==> src/rtl/sc_uart_pkg.sv <==
// Shared constants and types for the smart-card UART.
// Assumes a fixed oversampling of sixteen sub-bit ticks per bit.
package sc_uart_pkg;
    localparam int OVS   = 16;
    localparam int OVS_W = $clog2(OVS);
    localparam int MID   = OVS / 2 - 1;

    typedef enum logic [1:0] {
        RX_IDLE,
        RX_START,
        RX_BITS,
        RX_STOP
    } rx_state_e;
endpackage

==> src/rtl/sc_tick_gen.sv <==
// Free-running sub-bit tick generator: pulses tick once every divisor+1 clocks.
// Assumes divisor may change at any time; a lowered value takes effect at once.
module sc_tick_gen #(
    parameter int DIV_W = 8
) (
    input  logic             clk,
    input  logic             rst_n,
    input  logic [DIV_W-1:0] divisor,
    output logic             tick
);
    logic [DIV_W-1:0] cnt;

    assign tick = (cnt >= divisor);

    // Count up to the divisor value, then wrap.
    always_ff @(posedge clk) begin
        if (!rst_n)    cnt <= '0;
        else if (tick) cnt <= '0;
        else           cnt <= cnt + 1'b1;
    end
endmodule

==> src/rtl/sc_tx.sv <==
// Transmit side: one-byte buffer, frame shifter and stop-slot error sampler.
// Assumes line_i is the level of the shared wire, already in the clk domain.
module sc_tx
    import sc_uart_pkg::*;
#(
    parameter int DATA_W = 8
) (
    input  logic              clk,
    input  logic              rst_n,
    input  logic              tick,
    input  logic              tx_en,
    input  logic              wr_stb,
    input  logic [DATA_W-1:0] wr_data,
    input  logic              line_i,
    input  logic              perr_clr,
    output logic              drive_low,
    output logic              busy,
    output logic              buf_empty,
    output logic              frame_done,
    output logic              perr_seen
);
    localparam int FRAME = DATA_W + 3;
    localparam int IDX_W = $clog2(FRAME);
    localparam logic [IDX_W-1:0] IDX_LAST = IDX_W'(FRAME - 1);
    localparam logic [OVS_W-1:0] SUB_LAST = OVS_W'(OVS - 1);
    localparam logic [OVS_W-1:0] SUB_MID  = OVS_W'(MID);

    logic [DATA_W-1:0] buf_q;
    logic              buf_full;
    logic [FRAME-1:0]  frame_q;
    logic              busy_q;
    logic [IDX_W-1:0]  idx;
    logic [OVS_W-1:0]  sub;
    logic              perr_q;
    logic              accept;
    logic              load;

    assign accept     = wr_stb & tx_en;
    assign load       = buf_full & ~busy_q & tx_en;
    assign frame_done = busy_q & tick & (sub == SUB_LAST) & (idx == IDX_LAST);
    assign drive_low  = busy_q & ~frame_q[idx];
    assign busy       = busy_q;
    assign buf_empty  = ~buf_full;
    assign perr_seen  = perr_q;

    // Hold one byte; a new write wins over the hand-off in the same cycle.
    always_ff @(posedge clk) begin
        if (!rst_n) begin
            buf_q    <= '0;
            buf_full <= 1'b0;
        end else begin
            if (load)   buf_full <= 1'b0;
            if (accept) begin
                buf_q    <= wr_data;
                buf_full <= 1'b1;
            end
        end
    end

    // Load a full frame and step through its slots, sixteen ticks each.
    always_ff @(posedge clk) begin
        if (!rst_n) begin
            frame_q <= '1;
            busy_q  <= 1'b0;
            idx     <= '0;
            sub     <= '0;
        end else if (load) begin
            frame_q <= {1'b1, ^buf_q, buf_q, 1'b0};
            busy_q  <= 1'b1;
            idx     <= '0;
            sub     <= '0;
        end else if (busy_q && tick) begin
            if (sub == SUB_LAST) begin
                sub <= '0;
                if (idx == IDX_LAST) busy_q <= 1'b0;
                else                 idx    <= idx + 1'b1;
            end else begin
                sub <= sub + 1'b1;
            end
        end
    end

    // Sample the wire mid stop slot; a low level records a remote parity error.
    always_ff @(posedge clk) begin
        if (!rst_n)
            perr_q <= 1'b0;
        else if (busy_q && tick && idx == IDX_LAST && sub == SUB_MID && !line_i)
            perr_q <= 1'b1;
        else if (perr_clr)
            perr_q <= 1'b0;
    end
endmodule

==> src/rtl/sc_rx.sv <==
// Receive side: start detection with mid-start glitch rejection, bit sampling
// at the middle tick, parity check and a one-bit error pulse in the stop slot.
// Assumes line_i is synchronous to clk; hold keeps it from starting on own frames.
module sc_rx
    import sc_uart_pkg::*;
#(
    parameter int DATA_W = 8
) (
    input  logic              clk,
    input  logic              rst_n,
    input  logic              tick,
    input  logic              rx_en,
    input  logic              hold,
    input  logic              line_i,
    output logic              err_drive,
    output logic              done,
    output logic [DATA_W-1:0] data,
    output logic              perr
);
    localparam int IDX_W = $clog2(DATA_W + 1);
    localparam logic [IDX_W-1:0] IDX_PAR  = IDX_W'(DATA_W);
    localparam logic [OVS_W-1:0] SUB_LAST = OVS_W'(OVS - 1);
    localparam logic [OVS_W-1:0] SUB_MID  = OVS_W'(MID);

    rx_state_e        state;
    logic [OVS_W-1:0] sub;
    logic [IDX_W-1:0] idx;
    logic [DATA_W:0]  shreg;
    logic             line_q;
    logic             err_q;

    assign err_drive = (state == RX_STOP) & err_q;
    assign done      = (state == RX_STOP) & tick & (sub == SUB_LAST);
    assign data      = shreg[DATA_W-1:0];
    assign perr      = err_q;

    // Remember the previous line level for edge detection.
    always_ff @(posedge clk) begin
        if (!rst_n) line_q <= 1'b1;
        else        line_q <= line_i;
    end

    // Frame sequencer: start, nine sampled bits, stop slot.
    always_ff @(posedge clk) begin
        if (!rst_n) begin
            state <= RX_IDLE;
            sub   <= '0;
            idx   <= '0;
            shreg <= '0;
            err_q <= 1'b0;
        end else begin
            case (state)
                RX_IDLE: begin
                    if (rx_en && !hold && line_q && !line_i) begin
                        state <= RX_START;
                        sub   <= '0;
                    end
                end
                RX_START: begin
                    if (tick) begin
                        if (sub == SUB_MID && line_i) begin
                            state <= RX_IDLE;
                        end else if (sub == SUB_LAST) begin
                            state <= RX_BITS;
                            sub   <= '0;
                            idx   <= '0;
                        end else begin
                            sub <= sub + 1'b1;
                        end
                    end
                end
                RX_BITS: begin
                    if (tick) begin
                        if (sub == SUB_MID) shreg <= {line_i, shreg[DATA_W:1]};
                        if (sub == SUB_LAST) begin
                            sub <= '0;
                            if (idx == IDX_PAR) begin
                                state <= RX_STOP;
                                err_q <= ^shreg;
                            end else begin
                                idx <= idx + 1'b1;
                            end
                        end else begin
                            sub <= sub + 1'b1;
                        end
                    end
                end
                RX_STOP: begin
                    if (tick) begin
                        if (sub == SUB_LAST) begin
                            state <= RX_IDLE;
                            sub   <= '0;
                            err_q <= 1'b0;
                        end else begin
                            sub <= sub + 1'b1;
                        end
                    end
                end
                default: state <= RX_IDLE;
            endcase
        end
    end
endmodule

==> src/rtl/sc_uart.sv <==
// Smart-card half-duplex UART top: ties the tick generator, transmitter and
// receiver to one open-drain wire and keeps the host-visible flags.
// Assumes the board resolves the wire as the AND of all open-drain drivers.
module sc_uart #(
    parameter int DIV_W  = 8,
    parameter int DATA_W = 8
) (
    input  logic              clk,
    input  logic              rst_n,
    input  logic [DIV_W-1:0]  divisor,
    input  logic              tx_en,
    input  logic              rx_en,
    input  logic              wr_stb,
    input  logic [DATA_W-1:0] wr_data,
    input  logic              rd_stb,
    output logic [DATA_W-1:0] rd_data,
    input  logic              irq_ack_tx,
    input  logic              irq_ack_rx,
    input  logic              perr_clr,
    input  logic              line_i,
    output logic              line_drive_low,
    output logic              txbuf_empty,
    output logic              tx_done,
    output logic              rx_full,
    output logic              rx_perr,
    output logic              perr_seen,
    output logic              tx_irq,
    output logic              rx_irq
);
    logic              tick;
    logic              tx_low;
    logic              tx_busy;
    logic              tx_fin;
    logic              rx_low;
    logic              rx_fin;
    logic [DATA_W-1:0] rx_data;
    logic              rx_bad;
    logic [DATA_W-1:0] rd_q;
    logic              full_q;
    logic              perr_q;
    logic              tirq_q;
    logic              rirq_q;

    sc_tick_gen #(.DIV_W(DIV_W)) u_tick (
        .clk     (clk),
        .rst_n   (rst_n),
        .divisor (divisor),
        .tick    (tick)
    );

    sc_tx #(.DATA_W(DATA_W)) u_tx (
        .clk        (clk),
        .rst_n      (rst_n),
        .tick       (tick),
        .tx_en      (tx_en),
        .wr_stb     (wr_stb),
        .wr_data    (wr_data),
        .line_i     (line_i),
        .perr_clr   (perr_clr),
        .drive_low  (tx_low),
        .busy       (tx_busy),
        .buf_empty  (txbuf_empty),
        .frame_done (tx_fin),
        .perr_seen  (perr_seen)
    );

    sc_rx #(.DATA_W(DATA_W)) u_rx (
        .clk       (clk),
        .rst_n     (rst_n),
        .tick      (tick),
        .rx_en     (rx_en),
        .hold      (tx_busy),
        .line_i    (line_i),
        .err_drive (rx_low),
        .done      (rx_fin),
        .data      (rx_data),
        .perr      (rx_bad)
    );

    assign line_drive_low = tx_low | rx_low;
    assign tx_done        = ~tx_busy & txbuf_empty;
    assign rd_data        = rd_q;
    assign rx_full        = full_q;
    assign rx_perr        = perr_q;
    assign tx_irq         = tirq_q;
    assign rx_irq         = rirq_q;

    // Capture a finished frame; a completing frame wins over a read.
    always_ff @(posedge clk) begin
        if (!rst_n) begin
            rd_q   <= '0;
            full_q <= 1'b0;
            perr_q <= 1'b0;
        end else if (rx_fin) begin
            rd_q   <= rx_data;
            full_q <= 1'b1;
            perr_q <= rx_bad;
        end else if (rd_stb) begin
            full_q <= 1'b0;
        end
    end

    // Interrupt request flags: set on an event, held until acknowledged.
    always_ff @(posedge clk) begin
        if (!rst_n) begin
            tirq_q <= 1'b0;
            rirq_q <= 1'b0;
        end else begin
            if (tx_fin)          tirq_q <= 1'b1;
            else if (irq_ack_tx) tirq_q <= 1'b0;
            if (rx_fin)          rirq_q <= 1'b1;
            else if (irq_ack_rx) rirq_q <= 1'b0;
        end
    end
endmodule

==> config.mk <==
export PLATFORM = sky130hd
export DESIGN_NAME = sc_uart
export DESIGN_NICKNAME = d
export VERILOG_FILES = /design/src/rtl/sc_uart_pkg.sv /design/src/rtl/sc_tick_gen.sv /design/src/rtl/sc_tx.sv /design/src/rtl/sc_rx.sv /design/src/rtl/sc_uart.sv
export SDC_FILE = /design/constraint.sdc
export NUM_CORES = 1
export LEC_CHECK = 0
export BUFFER_PORTS_ARGS = -buffer_cell sky130_fd_sc_hd__buf_4
export CAP_MARGIN = 30
export CELL_PAD_IN_SITES_DETAIL_PLACEMENT = 1
export CELL_PAD_IN_SITES_GLOBAL_PLACEMENT = 2
export CORE_MARGIN = 5
export CORE_UTILIZATION = 32
export CTS_CLUSTER_DIAMETER = 150
export DETAILED_ROUTE_END_ITERATION = 8
export PLACE_DENSITY = 0.8
export SLEW_MARGIN = 20
export SYNTH_ARGS = -nofsm -noshare
export SYNTH_HDL_FRONTEND = slang
export SYNTH_SLANG_ARGS = --single-unit
==> constraint.sdc <==
create_clock -name clk -period 2.1 [get_ports clk]
set_clock_uncertainty 0.1 [all_clocks]
set_input_delay 0.21 -clock clk [delete_from_list [all_inputs] [get_ports clk]]
set_output_delay 0.21 -clock clk [all_outputs]
set_load 0.05 [all_outputs]
* After elaboration in Yosys (flattened, before gate mapping)
Cells that the tools add are included.
Word-level totals: flip-flop bits (word level) 70, input bits 26, output and inout bits 16
Cells by class: add/sub/neg operators 5, $lt $le $gt $ge 2, equality and inequality tests 21, mux-type cells 46, bitwise logic cells 17, reductions and logical operators 33
Operators by type and width (number):
- $mux W4 | 12
- $mux W1 | 20
- $reduce_bool A2 Y1 | 10
- $mux W2 | 9
- $add A4 B1 Y4 const B | 4
- $eq A4 B4 Y1 const B | 4
- $ne A2 B1 Y1 const B | 8
- $pmux W4 S3 | 1
- $and A1 B1 Y1 | 11
- $reduce_and A3 Y1 | 3
- $reduce_xor A9 Y1 | 1
- $add A8 B1 Y8 const B | 1
- $eq A4 B3 Y1 const B | 2
- $ge A8 B8 Y1 | 1
- $logic_and A1 B1 Y1 | 8
- $pmux W2 S4 | 1
- $pmux W4 S2 | 1
- $reduce_and A8 Y1 | 1
- $reduce_xor A8 Y1 | 1
- $reduce_and A7 Y1 | 1
- $ne A2 B2 Y1 const B | 3
- $reduce_and A6 Y1 | 1
- $reduce_or A2 Y1 | 3
- $lt A4 B5 Y1 const B | 1
- other kinds (10) | 16

* Longest topological paths before layout
Gate-level depths: netlist of run 1.
depth in word-level cells 6, mapped depth 8, mapped depth without buffers 7

* By module
From an unflattened synthesis of run 1, not the netlist that was laid out.
Second synthesis, totals: cells, all modules 384, area total of the unflattened synthesis 3524.6 um^2
Modules (own cells, without submodules):
- sc_tx | instances 1, cells each 156, area an instance 1352.5 um^2, seq. area each 580.6 um^2
- sc_rx | instances 1, cells each 130, area an instance 1184.9 um^2, seq. area each 420.4 um^2
- sc_tick_gen | instances 1, cells each 58, area an instance 530.5 um^2, seq. area each 160.2 um^2
- sc_uart | instances 1, cells each 40, area an instance 456.7 um^2, seq. area each 240.2 um^2

* Worst setup path after synthesis of run 1
No wires, ideal clock.
path kind register to register, from register u_tick.cnt[0], to register u_rx.shreg[1], arrival time 1.962 ns, required time 1.928 ns, setup slack -0.034 ns, cell stages (with the launch flop) 9, clock period less this slack 2.134 ns, cell sequence dfxtp_1 -> inv_1 -> ha_1 -> nand2b_1 -> a2111o_1 -> a31oi_4 -> or4b_1 -> buf_6 -> mux2i_1
On the way: word-level cells in the longest chain between the ends 2
RTL lines:
- start, declared | RTL line sc_tick_gen.sv:11 | logic [DIV_W-1:0] cnt;
- start signal, assigned | RTL line sc_tick_gen.sv:19 | else cnt <= cnt + 1'b1;
- $ge A8 B8 Y1 | RTL line sc_tick_gen.sv:13 | assign tick = (cnt >= divisor);
- $reduce_and A3 Y1 (no source line)
- end signal, assigned | RTL line sc_rx.sv:74 | if (sub == SUB_MID) shreg <= {line_i, shreg[DATA_W:1]};
- end, declared | RTL line sc_rx.sv:28 | logic [DATA_W:0] shreg;
Every way passes these cells. A chain may end at the register's enable or synchronous reset.

* Worst setup path after layout of run 1
from register u_tick.cnt[0], to register u_rx.shreg[6]
The elaborated chain is that of the path after synthesis.

==> results of run 1 <==
-- timing repair --
item / in CTS / in global routing
setup buffers: 1 / 0
pin swaps: 21 / 16
cloned: 2 / 0
hold endpoints to repair: 5 / 0
resized for setup: 35 / 17
endpoints found under the setup margin: 31 / 47
hold buffers: 5 / 0
-- routing by layer --
layer	vias up	wire, um
met5	-	0
met1	1571	4710
li1	1586	-
met4	0	112
met3	11	312
met2	40	4890
-- cell families (layout without fill, tap and decap cells) --
logic type,after synthesis,after routing,share of synthesized area [%]
buffers and inverters,39,105,4.99
AOI/OAI and AO/OA,77,77,14.9
DFF,70,70,39.9
adders and majority gates,15,15,5.35
and+or+nand+nor,171,171,24.1
xor gates and xnor gates,21,21,5.24
muxes,19,19,5.49
-- synth_stat cells, types with 2 or more instances --
master	number	area (um^2)
o21a_1	3	22.5
a22o_1	2	17.5
and3_1	6	37.5
nand4_1	15	93.8
nor3b_1	2	15.0
o31ai_1	11	82.6
nand2b_1	5	31.3
o32ai_1	2	17.5
mux2i_1	17	170
a31oi_1	2	12.5
a21oi_1	30	150
dfxtp_1	70	1400
clkbuf_1	14	52.6
nor2_1	18	67.6
nor2b_1	3	18.8
buf_2	2	10.0
o21ai_1	3	15.0
ha_1	15	188
nand4b_1	3	26.3
nand2_1	65	244
nor3_1	7	35.0
a31o_1	3	26.3
mux2_2	2	22.5
nand3_1	29	145
nand3b_1	2	15.0
o21ai_0	6	30.0
and2_1	2	12.5
nand2_2	2	12.5
xor2_1	5	43.8
o211ai_1	2	15.0
and3b_1	2	17.5
xnor2_1	16	140
or3_1	5	31.3
buf_1	2	7.51
inv_1	17	63.8
buf_6	3	33.8
-- registers in the layout (all words and copies together) (netlist names), named ones only --
signal,cells
u_rx.shreg,9
u_tx.busy,1
u_rx.sub,4
rx_perr,1
tx_irq,1
u_rx.line_q,1
rx_irq,1
u_rx.perr,1
rx_full,1
u_tx.buf_q,8
rd_data,8
u_rx.state,1
u_tx.sub,4
u_tx.idx,4
u_tx.frame_q,10
u_rx.idx,4
u_tx.perr_seen,1
u_tick.cnt,8
u_tx.buf_full,1
-- per-stage QoR --
| stage | TNS [ns] | area [um^2] | hold slack [ns] | std cells | utilization (%) |
|---|---|---|---|---|---|
| floorplan | 0 | 3510 | 0.211 | 412 | - |
| global placement | -0.0134 | 4090 | 0.334 | 597 | 37.9 |
| detailed placement | -0.746 | 4090 | 0.337 | 597 | 37.9 |
| CTS | -0.560 | 4500 | 0.00430 | 618 | 41.7 |
| global route | -1.27 | 4580 | 0.0229 | 618 | 42.4 |
| finish | -0.00139 | 4580 | 0.0182 | 618 | 42.4 |
-- final timing paths --
check	to
worst max-delay path	u_rx.shreg[6]
worst min-delay path	u_tx.buf_q[0]
worst max register to register	u_rx.shreg[6]
worst min register to register	u_tx.frame_q[0]
-- worst max-delay path: stages (launching register included) --
cell      delay, ns
dfxtp_2        0.34
inv_2          0.05
ha_4           0.24
nand2b_4       0.10
a2111o_1       0.17
a31oi_4        0.13
or4b_4         0.54
buf_8          0.17
mux2i_2        0.15
-- final cells by class --
type | count | area (um^2)
clock buffer | 11 | 141
clock inverter | 5 | 58.8
fill | 1263 | 6210
inverter | 17 | 63.8
multi-input combinational | 303 | 2120
sequential | 70 | 1410
tap | 140 | 175
timing repair buffer | 72 | 613
-- where the power goes --
group	internal [W]	switching, W
logic	0.000124	0.000148
clock network	0.000581	0.000539
registers	0.00135	0.0000217
total	0.00206	0.000709
==> impl_metrics.json, run 1 <==
{
  "whs_path_depth": 3,
  "period_minus_slack_ns": 2.10,
  "fp.dieH_um": 115,
  "drc": 0,
  "synth_area_um2": 3510,
  "port-buffer-count": 41,
  "cts_max_path_buffers": 2,
  "num_vias": 3208,
  "p_per_area_nw_per_um2": 604,
  "ir_worst_vdd_mv": 0.247,
  "ys_ff_latch": 70,
  "top_usage_layer": "met2",
  "via_per_inst": 5.19,
  "ios": 42,
  "dieWidth_um": 115,
  "power.leakage_nw": 1.83,
  "syn_area_per_cell_um2": 8.52,
  "status": "finished, violations left",
  "die_area_um2": 13200,
  "r2r_cells": 8,
  "cts_made_buffers": 9,
  "grt_pass1_vias": 3489,
  "critPathRequiredTime_ns": 2.24,
  "antenna_cells": 0,
  "syn_inst": 412,
  "final-max-slew-violation-count": 0,
  "cts_sinks": 70,
  "drt-total-wl_um": 10000,
  "gp_congestion": 0.754,
  "grt_use_met3_pct": 4.12,
  "tightest_slew_ns": 0.667,
  "ant_nets": 0,
  "antenna_found_initial": 0,
  "grt_util_all_layers_pct": 16.2,
  "rows": 38,
  "relSlewSlack_pct": 55.4,
  "grt_util_met2_pct": 27.6,
  "use_met1_pct": 20.4,
  "synth_cell_type_count": 55,
  "rsz0062_at_grt": "yes",
  "max_freq_mhz": 476,
  "endpoint_kind": "flop",
  "drtIter0Drc": 98,
  "yosysWarnings": 0,
  "violations": "setup timing",
  "rrSetupSlack_ns": -0.001,
  "area_delta_synth_final_pct": 30.5,
  "clock_latency_ns": 0.35,
  "min_from": "wr_data[0]",
  "clk_pin_slew_ns": 0.08,
  "critPathLaunchType": "flop",
  "routedWlPerCell_um": 16.2,
  "nNetsFinal": 514,
  "start_util_pct": 32.5,
  "h-tree-depth": 3,
  "grt_start_max_net_pins": 18,
  "grt_pass1_wl_um": 17100,
  "final_common_cell": "dfxtp_1",
  "crit_path_max_fanout": 9,
  "post-dp-hpwl_um": 7020,
  "final_cell_mix": "dfxtp_1, nand2_1, buf_4",
  "arrival_ns": 2.24,
  "root_buffer": "clkbuf_8",
  "cts_tree": "built",
  "setup_viol": 1,
  "synth_seq_area_share_pct": 39.9,
  "p_total_w": 0.00277,
  "timing.final.ws_setup_ns": -0.00139,
  "timing.final.crit_share_pct": 100,
  "synth_edf_count": 0,
  "drt-pass1-iter-count": 4,
  "core_area_um2": 10800,
  "gr-total-overflow": 0,
  "worstSetupPathType": "flop to flop",
  "hp-class": "input pin to flop",
  "hold_viol": 0,
  "synthFlopType": "dfxtp_1",
  "drv_cap": 0,
  "rr_startpoint": "u_tick.cnt[0]",
  "layout-drive-gt1-share_pct": 24.9,
  "async_flop_share_pct": 0,
  "pre_cts_ws_ns": -0.0867,
  "crit_path_start": "u_tick.cnt[0]",
  "syn_nets": 453
}
(Power assumes the default switching activity.)
==> inputs of run 2 (changes only) <==
--- a/config.mk
+++ b/config.mk
@@ -5,15 +5,16 @@
 export SDC_FILE = /design/constraint.sdc
 export NUM_CORES = 1
 export LEC_CHECK = 0
+export ABC_AREA = 1
 export BUFFER_PORTS_ARGS = -buffer_cell sky130_fd_sc_hd__buf_4
 export CAP_MARGIN = 30
 export CELL_PAD_IN_SITES_DETAIL_PLACEMENT = 1
 export CELL_PAD_IN_SITES_GLOBAL_PLACEMENT = 2
 export CORE_MARGIN = 5
-export CORE_UTILIZATION = 32
+export CORE_UTILIZATION = 29
 export CTS_CLUSTER_DIAMETER = 150
 export DETAILED_ROUTE_END_ITERATION = 8
-export PLACE_DENSITY = 0.8
+export PLACE_DENSITY = 0.78
 export SLEW_MARGIN = 20
 export SYNTH_ARGS = -nofsm -noshare
 export SYNTH_HDL_FRONTEND = slang
==> constraint.sdc (replaced) <==
create_clock -name clk -period 2.1 [get_ports clk]
set_clock_uncertainty 0.1 [all_clocks]
set_input_delay 0.21 -clock clk [delete_from_list [all_inputs] [get_ports clk]]
set_output_delay 0.21 -clock clk [all_outputs]
set_load 0.02 [all_outputs]
==> run 2 against run 1 <==
  * The flow now finishes without violations
  * First-iteration DRC count increased by 11%
  * Area after synthesis increased by 0.75%
  * Cell count up 14%
  * Clock power is 27% higher
  * Critical endpoint is now u_tx.busy
  * Largest cell class unchanged
==> impl_metrics.json, run 2 <==
{
  "num_vias": 3249,
  "gp_congestion": 0.725,
  "ir_worst_vdd_mv": 0.290,
  "drv_cap": 0,
  "comb_power_share_pct": 12.9,
  "p_per_area_nw_per_um2": 750,
  "antenna_cells": 0,
  "synth_seq_area_share_pct": 39.6,
  "largest_register": "u_tx.frame_q",
  "h-tree-depth": 3,
  "internal_power_w": 0.00243,
  "cts_max_path_buffers": 2,
  "worstSetupPathType": "flop to flop",
  "cts_tree": "built",
  "start_util_pct": 29.6,
  "cts_sinks": 70,
  "synth_edf_count": 0,
  "antenna_found_initial": 0,
  "drt-pass1-iter-count": 4,
  "largest_registers": "u_tx.frame_q (10), u_rx.shreg (9)",
  "syn_area_per_cell_um2": 7.07,
  "syn_inst": 500,
  "endpoint_kind": "flop",
  "ios": 42,
  "die_area_um2": 14500,
  "async_flop_share_pct": 0,
  "largest_register_ffs": 10,
  "ys_ff_latch": 70,
  "hold_viol": 0,
  "crit_path_max_fanout": 8,
  "critPathLaunchType": "flop",
  "port-buffer-count": 41,
  "rows": 40,
  "synthFlopType": "dfxtp_1",
  "power_frac_seq_pct": 44.0,
  "nNetsFinal": 598,
  "grt_util_all_layers_pct": 12.9,
  "final-max-slew-violation-count": 0,
  "r2r_cells": 14,
  "power.leakage_nw": 2.05,
  "yosysTopAreaCell": "dfxtp_1",
  "max_freq_mhz": 505,
  "setup_viol": 0,
  "clk_pin_slew_ns": 0.06,
  "p_total_w": 0.00329,
  "root_buffer": "clkbuf_16",
  "critPathRequiredTime_ns": 2.22,
  "hold_ws_ns": 0.0344,
  "drtIter0Drc": 109,
  "via_per_inst": 4.60,
  "rsz0062_at_grt": "yes",
  "grt_start_max_net_pins": 31,
  "synthTopCellsByCount": "nand2_1, dfxtp_1, inv_1, nor2_1, a21oi_1",
  "post-dp-hpwl_um": 6730,
  "routedWlPerCell_um": 13.1,
  "area_delta_synth_final_pct": 24.2,
  "switching_share_pct": 26.1,
  "grt_pass1_vias": 3373,
  "ant_nets": 0,
  "yosysWarnings": 0,
  "fp.dieH_um": 120,
  "final_cells": 707,
  "tightest_slew_ns": 0.405,
  "final_cell_mix": "nand2_1, dfxtp_1, inv_1, nor2_1, buf_4",
  "final_util_pct": 36.7,
  "dpl.cell_count": 683,
  "syn_nets": 541,
  "finalSetupTns_ns": 0,
  "arrival_ns": 2.10,
  "layout-drive-gt1-share_pct": 16.6,
  "drt-total-wl_um": 9250,
  "whs_path_depth": 4,
  "relSlewSlack_pct": 73.0,
  "clkPwrFrac_pct": 43.2,
  "yosys.area.top_type_share_pct": 39.6,
  "dieWidth_um": 120,
  "timing.final.crit_share_pct": 94.2,
  "final_common_cell": "nand2_1",
  "synthTopCellsByArea": "dfxtp_1, nand2_1, inv_1",
  "period_minus_slack_ns": 1.98,
  "clock_latency_ns": 0.33,
  "status": "finished, final reports clean",
  "synth_area_um2": 3540,
  "cts_made_buffers": 9,
  "synth_most_common_cell": "nand2_1",
  "drc": 0,
  "grt_pass1_wl_um": 15500,
  "core_area_um2": 12000,
  "switchingPower_w": 0.000860,
  "synth_cell_type_count": 35,
  "gr-total-overflow": 0,
  "hp-class": "input pin to flop"
}
run 2: critical path: stages (launching register included):
cell,delay [ns]
dfxtp_2,0.35
inv_1,0.06
ha_1,0.27
nand2_1,0.05
nor2_1,0.08
nor2_1,0.04
nand2_1,0.07
nand2_2,0.07
nand2_4,0.16
nand2_8,0.09
nor2_4,0.18
buf_4,0.14
nand2_1,0.07
nand2_1,0.07
a21oi_1,0.06
run 2: final cells by class:
type	instances	area (um^2)
clock buffers	13	270
flip-flops and latches	70	1400
repair buffers	57	430
fillers	1508	7570
inverters	66	251
clock inverters	1	5.00
well taps	147	184
multi-input cells	353	1850
run 2: cell families after synthesis:
kind of cell               share of synthesized area [%]
buffers and inverters                               8.81
AOI/OAI and AO/OA                                   13.1
and+or+nand+nor                                     30.0
xor gates and xnor gates                            3.22
DFF                                                 39.6
adders and majority gates                           5.31
run 2: what timing repair did:
item                                    CTS  global route
hold buffers                              1             0
buffers inserted                          0             8
hold endpoints to repair                  1             0
gates resized for setup                   0             5
endpoints found under the setup margin    0            17
run 2: through the flow:
| stage | worst slack [ns] | instance area, um^2 |
|---|---|---|
| finish | 0.122 | 4390 |
| global route | -0.0301 | 4390 |
| CTS | 0.0674 | 4300 |
| detailed placement | 0.116 | 4020 |
| global placement | 0.194 | 4020 |
| floorplan | 0.417 | 3540 |
run 2: per-layer routing:
layer  track usage, %  share of wire (%)
met1             17.0                 51
met2             21.2                 45
met3             3.04                3.3
met4             3.40               0.91
met5                0                  0
run 2: final timing paths:
| path | startpoint | endpoint | slack, ns |
|---|---|---|---|
| setup reg to reg | u_tick.cnt[0] | u_tx.busy | 0.12 |
| hold reg to reg | u_tick.cnt[0] | u_tick.cnt[0] | 0.34 |
| hold / removal | irq_ack_tx | tx_irq | 0.03 |
| setup / recovery | u_tick.cnt[0] | u_tx.busy | 0.12 |
run 2: power by group through the flow:
| stage | clock network (W) | registers [W] | logic (W) |
|---|---|---|---|
| 3_3_place_gp | 0 | 0.00148 | 0.000414 |
| 4_1_cts | 0.00145 | 0.00145 | 0.000429 |
| 5_1_grt | 0.00151 | 0.00146 | 0.000484 |
| 2_1_floorplan | 0 | 0.00143 | 0.000338 |
| 6_report | 0.00142 | 0.00145 | 0.000423 |
| 3_5_place_dp | 0 | 0.00148 | 0.000424 |
